### config.mk
export PLATFORM = sky130hd
export DESIGN_NAME = cond_alu
export DESIGN_NICKNAME = d
export VERILOG_FILES = /design/src/rtl/calu_pkg.sv /design/src/rtl/calu_cond.sv /design/src/rtl/calu_exec.sv /design/src/rtl/calu_oreg.sv /design/src/rtl/cond_alu.sv
export SDC_FILE = /design/constraint.sdc
export NUM_CORES = 1
export LEC_CHECK = 0
export BUFFER_PORTS_ARGS = -buffer_cell sky130_fd_sc_hd__buf_2
export CAP_MARGIN = 40
export CORE_MARGIN = 2
export CORE_UTILIZATION = 34
export CTS_CLUSTER_DIAMETER = 150
export DETAILED_ROUTE_END_ITERATION = 12
export PLACE_DENSITY_LB_ADDON = 0.25
export SLEW_MARGIN = 20
export SYNTH_ARGS = -nofsm -noshare
export SYNTH_HDL_FRONTEND = slang
export SYNTH_HIERARCHICAL = 1
export SYNTH_SLANG_ARGS = --single-unit
### constraint.sdc
create_clock -name clk -period 16.8 [get_ports clk]
set_clock_uncertainty 0.2 [all_clocks]
set_input_delay 0.84 -clock clk [delete_from_list [all_inputs] [get_ports clk]]
set_output_delay 0.84 -clock clk [all_outputs]
set_load 0.005 [all_outputs]
### src/rtl/calu_pkg.sv
package calu_pkg;
  localparam int FLAG_W = 4;
  localparam int FN = 3;
  localparam int FZ = 2;
  localparam int FC = 1;
  localparam int FV = 0;

  typedef enum logic [3:0] {
    OP_AND = 4'b0000, OP_EOR = 4'b0001, OP_SUB = 4'b0010, OP_RSB = 4'b0011,
    OP_ADD = 4'b0100, OP_ADC = 4'b0101, OP_SBC = 4'b0110, OP_RSC = 4'b0111,
    OP_TST = 4'b1000, OP_TEQ = 4'b1001, OP_CMP = 4'b1010, OP_CMN = 4'b1011,
    OP_ORR = 4'b1100, OP_MOV = 4'b1101, OP_BIC = 4'b1110, OP_MVN = 4'b1111
  } alu_op_e;

  function automatic logic is_compare(input logic [3:0] op);
    return op[3:2] == 2'b10;
  endfunction
endpackage

### src/rtl/calu_cond.sv
module calu_cond
  import calu_pkg::*;
(
  input  logic [3:0]        cond,
  input  logic [FLAG_W-1:0] flags,
  output logic              pass
);
  logic n, z, c, v, base;
  assign n = flags[FN];
  assign z = flags[FZ];
  assign c = flags[FC];
  assign v = flags[FV];

  // Even codes test a predicate; odd codes below 1110 test its inverse.
  always_comb begin
    unique case (cond[3:1])
      3'd0: base = z;
      3'd1: base = c;
      3'd2: base = n;
      3'd3: base = v;
      3'd4: base = c & ~z;
      3'd5: base = (n == v);
      3'd6: base = ~z & (n == v);
      default: base = 1'b1;
    endcase
    if (cond[3:1] == 3'd7) pass = ~cond[0];
    else                   pass = base ^ cond[0];
  end
endmodule

### src/rtl/calu_exec.sv
module calu_exec
  import calu_pkg::*;
#(
  parameter int W = 32
) (
  input  logic [3:0]        op,
  input  logic              setf,
  input  logic [W-1:0]      a,
  input  logic [W-1:0]      b,
  input  logic              shc,
  input  logic [FLAG_W-1:0] flags,
  output logic [W-1:0]      res,
  output logic [FLAG_W-1:0] nflags,
  output logic              we_op
);
  localparam int MSB = W - 1;

  logic [W-1:0] x, y, logic_res;
  logic         cin, arith, upd;
  logic [W:0]   sum;
  logic         ovf;

  // Operand steering for the single shared adder: subtraction is x + ~y + cin.
  always_comb begin
    x = a; y = b; cin = 1'b0; arith = 1'b1;
    unique case (op)
      OP_ADD, OP_CMN: begin x = a; y = b;  cin = 1'b0;        end
      OP_ADC:         begin x = a; y = b;  cin = flags[FC];   end
      OP_SUB, OP_CMP: begin x = a; y = ~b; cin = 1'b1;        end
      OP_SBC:         begin x = a; y = ~b; cin = flags[FC];   end
      OP_RSB:         begin x = b; y = ~a; cin = 1'b1;        end
      OP_RSC:         begin x = b; y = ~a; cin = flags[FC];   end
      default:        arith = 1'b0;
    endcase
  end

  assign sum = {1'b0, x} + {1'b0, y} + {{W{1'b0}}, cin};
  assign ovf = (x[MSB] == y[MSB]) && (sum[MSB] != x[MSB]);

  always_comb begin
    unique case (op)
      OP_AND, OP_TST: logic_res = a & b;
      OP_EOR, OP_TEQ: logic_res = a ^ b;
      OP_ORR:         logic_res = a | b;
      OP_BIC:         logic_res = a & ~b;
      OP_MOV:         logic_res = b;
      OP_MVN:         logic_res = ~b;
      default:        logic_res = '0;
    endcase
  end

  assign res   = arith ? sum[W-1:0] : logic_res;
  assign we_op = ~is_compare(op);
  assign upd   = setf | is_compare(op);

  always_comb begin
    nflags = flags;
    if (upd) begin
      nflags[FN] = res[MSB];
      nflags[FZ] = (res == '0);
      nflags[FC] = arith ? sum[W] : shc;
      nflags[FV] = arith ? ovf : flags[FV];
    end
  end
endmodule

### src/rtl/calu_oreg.sv
module calu_oreg
  import calu_pkg::*;
#(
  parameter int W = 32
) (
  input  logic              clk,
  input  logic              rst_n,
  input  logic              load,
  input  logic              drain,
  input  logic              d_we,
  input  logic [W-1:0]      d_res,
  input  logic [FLAG_W-1:0] d_flags,
  output logic              q_valid,
  output logic              q_we,
  output logic [W-1:0]      q_res,
  output logic [FLAG_W-1:0] q_flags
);
  always_ff @(posedge clk) begin
    if (!rst_n) begin
      q_valid <= 1'b0;
      q_we    <= 1'b0;
      q_res   <= '0;
      q_flags <= '0;
    end else if (load) begin
      q_valid <= 1'b1;
      q_we    <= d_we;
      q_res   <= d_res;
      q_flags <= d_flags;
    end else if (drain) begin
      q_valid <= 1'b0;
    end
  end
endmodule

### src/rtl/cond_alu.sv
module cond_alu
  import calu_pkg::*;
#(
  parameter int W = 32
) (
  input  logic              clk,
  input  logic              rst_n,
  input  logic              in_valid,
  output logic              in_ready,
  input  logic [3:0]        in_op,
  input  logic [3:0]        in_cond,
  input  logic              in_setf,
  input  logic [W-1:0]      in_a,
  input  logic [W-1:0]      in_b,
  input  logic              in_shc,
  input  logic [FLAG_W-1:0] in_flags,
  output logic              out_valid,
  input  logic              out_ready,
  output logic              out_we,
  output logic [W-1:0]      out_res,
  output logic [FLAG_W-1:0] out_flags
);
  logic              pass, we_op;
  logic [W-1:0]      ex_res;
  logic [FLAG_W-1:0] ex_flags;
  logic              d_we;
  logic [W-1:0]      d_res;
  logic [FLAG_W-1:0] d_flags;

  calu_cond u_cond (.cond(in_cond), .flags(in_flags), .pass(pass));

  calu_exec #(.W(W)) u_exec (
    .op(in_op), .setf(in_setf), .a(in_a), .b(in_b), .shc(in_shc),
    .flags(in_flags), .res(ex_res), .nflags(ex_flags), .we_op(we_op)
  );

  assign d_we    = pass & we_op;
  assign d_res   = pass ? ex_res : '0;
  assign d_flags = pass ? ex_flags : in_flags;

  assign in_ready = ~out_valid | out_ready;

  calu_oreg #(.W(W)) u_oreg (
    .clk(clk), .rst_n(rst_n),
    .load(in_valid & in_ready), .drain(out_ready),
    .d_we(d_we), .d_res(d_res), .d_flags(d_flags),
    .q_valid(out_valid), .q_we(out_we), .q_res(out_res), .q_flags(out_flags)
  );
endmodule

==> key figures <==
Worst setup path
  • Arr. time, crit path: 6.80 ns
  • Setup crit start kind: input port
  • Crit. End Element: flip-flop
  • Crit-path max cell delay: 0.64 ns
  • Crit path kind: in -> reg
  • CP max stage cell: buf_4
  • Worst Path Max Fanout: 96
  • CP cell instances: buf_2 -> buf_4 -> inv_1 -> nor2_1 -> nand2_2 -> buf_4 -> nor2_1 -> a211oi_1 -> fa_1 -> inv_1 -> fa_1 -> a211oi_1 -> o21bai_1 -> o21ai_0 -> mux2i_1 -> nand4_1 -> nor4_1 -> or4b_1 -> nor4_1 -> nand4b_1 -> nand2_1 -> mux2_4 -> mux2i_1 -> nor2b_1
  • CP required: 16.82 ns

Synthesis
  • Largest area contributor in the netlist: ha_1
  • Syn Area/Cell: 6.63 µm²
  • Post-synthesis sequential area ratio: 10.4%
  • Area share of the largest cell type after synthesis: 10.8%
  • Most frequent cell after synthesis: o21ai_0
  • Share of async-settable or async-resettable flops after synthesis: 0%
  • Ys flop type: dfxtp_1
  • Synth top area cells: ha_1 (11%), o21ai_0 (11%), dfxtp_1 (10%)
  • Netlist Area Pre-Place: 7310 µm²
  • Cells after Synth: 1104
  • Number of synthesized flops with an enable pin: 0
  • Synthesis warning total: 6
  • #FFs+latches synth: 38
  • Netlist cell types: 74
  • Synth cell count leaders: o21ai_0 (156), nand2_1 (146), inv_1 (85), nor2_1 (67), ha_1 (63)
  • Synthesized net count: 1251

Timing
  • Final period util: 40.4%
  • Setup_tns: 0 ns
  • RSZ-0062 raised after global routing: no
  • Tightest hold margin: 0.311 ns
  • Setup ws final: 10.01 ns
  • Worst Max-Slew Pin Slew: 0.895 ns
  • Final slew viol count: 0
  • Fin. Hold Viols: 0
  • Final worst path period need: 6.79 ns
  • Final setup violation count: 0
  • Fmax: 0.147 GHz
  • Max-slew headroom: 39.6%

Placed design
  • Post-DP HPWL: 19900 µm
  • Routability cong.: 0.909
  • Placed Area: 8010 µm²
  • Place WS: 9.84 ns
  • Port bufs: 120

CTS
  • Hold buffer count at CTS: 0
  • Maximum root-to-sink buffer count: 2
  • Clock Latency Late Sink: 0.28 ns
  • Clock Sink Count: 38
  • CTS tree: built
  • Post_cts resized: 0
  • CTS Root Cell: clkbuf_16
  • Max H-tree Level: 2
  • Setup bufs post-CTS: 0
  • Clock-pin slew on the worst setup and hold paths: 0.06 ns
  • Total CTS buffers: 5

Global route
  • Initial antenna violation count: 0
  • Grt ovf: 0
  • Largest net degree at the start of global routing: 97
  • Gr usage total: 22.9%
  • Vias in the first global route: 7291
  • First-pass GRT wire length: 41100 µm

Min path
  • Worst hold path class: reg -> reg

Status
  • Status: finished clean

Power
  • Sw Share: 44.5%
  • Flop pwr share: 19.6%
  • P_int: 290 µW
  • Logic pwr share: 60.1%
  • Pwr/cell area: 63.9 nW/µm²
  • Clock share of power: 20.3%
  • LEAKAGE: 0.00373 µW
  • Total power: 522 µW
  • Peak supply drop: 0.0389 mV
  • Psw: 232 µW

Detailed routing
  • Vias: 8247
  • Pre-antenna DRT Iters: 6
  • Iter 0 DRT Violations: 906
  • Post-DR vias/cell: 5.70
  • Drt total wl: 26700 µm
  • WL/cell: 18.4 µm
  • DR DRC count: 0
  • Routed Antenna Nets: 0

Die
  • I/O pin cnt: 121
  • Placeable Area: 21100 µm²
  • Rows: 53
  • Initial Utilization: 34.7%
  • Die W: 151 µm
  • Die ar.: 22700 µm²
  • Die height: 151 µm

Finish
  • Area of the multi-input gates: 5880 µm²
  • Nets: 1317
  • Fin area: 8170 µm²
  • # fillers: 2295
  • ANT cells: 0
  • Area Growth Syn to Fin: 11.7%
  • Layout cell share with drive strength beyond 1: 13.5%
  • Register area: 761 µm²

Run
  • Max-cap viol count: 0
-- kinds of logic (layout without fill, tap and decap cells) --
logic type	Yosys count	count (layout)	synth area share (%)
fa+ha+maj	65	65	11.3
compound gates	351	351	30.0
simple gates	401	401	26.8
xor+xnor	32	32	3.83
buf+inv	160	227	9.55
mux	57	57	8.09
flops	38	38	10.4
-- stage by stage --
step / std cells / utilization, %
final: 1446 / 38.8
after global routing: 1446 / 38.8
after CTS: 1446 / 38.8
after detailed placement: 1438 / 38.0
after global placement: 1437 / 38.0
after floorplan: 1104 / -
-- worst paths after layout --
kind                                        from                 to  slack [ns]  cells after the start
worst max-delay path                    in_op[0]  u_oreg/q_flags[2]       10.01                     24
worst min-delay path            u_oreg/q_res[28]   u_oreg/q_res[28]        0.31                      2
worst max register to register    u_oreg/q_valid  u_oreg/q_flags[1]       15.08                      5
worst min register to register  u_oreg/q_res[28]   u_oreg/q_res[28]        0.31                      2
-- routing by layer --
metal | part of all wire, % | track usage (%) | vias to the layer above
met5 | 0 | 0 | -
met4 | 1.1 | 4.49 | 0
met3 | 8.8 | 2.55 | 17
met2 | 41 | 33.5 | 363
met1 | 49 | 35.8 | 3779
li1 | - | - | 4088
-- sequential cells by signal, summed over array words and instances (netlist names) --
name,count
u_oreg/q_valid,1
u_oreg/q_we,1
u_oreg/q_flags,4
u_oreg/q_res,32
-- layout by cell type, fill, tap and decap left out, drive strengths merged, types with 5 or more instances in the layout --
cell type  instances
a2111oi            5
a211oi             9
a21o               9
a21oi             53
a221oi            11
a22oi             11
a32oi              6
and2              37
and3               8
buf              134
clkbuf             7
dfxtp             38
ha                63
inv               85
mux2               5
mux2i             52
nand2            146
nand2b             5
nand3             25
nand4             13
nor2              67
nor2b             42
nor3              21
o211ai            15
o21a               6
o21ai            158
o22ai             14
o31ai              8
or3               13
xnor2             14
xor2              18
-- worst max-delay path: cells and delay by family --
family | cells | cell delay [ns]
compound gates | 4 | 1.44
simple gates | 10 | 2.16
buf+inv | 5 | 1.21
fa+ha+maj | 2 | 0.72
mux | 3 | 0.44
-- final cells by class --
cell class	count	share of cell area, %
Sequential cell	38	9.31
Multi-Input combinational cell	906	72.0
Clock inverter	1	0.367
Tap cell	275	4.21
Clock buffer	7	1.62
Inverter	85	3.90
Timing Repair Buffer	134	8.59
-- power by group through the flow --
stage	Combinational [µW]	Clock, µW	Sequential [µW]
CTS	309	109	102
floorplan	217	0	104
global route	348	112	103
finish	314	106	102
detailed placement	307	0	104
global placement	307	0	104
No activity file was read; power rests on OpenSTA's default activity.
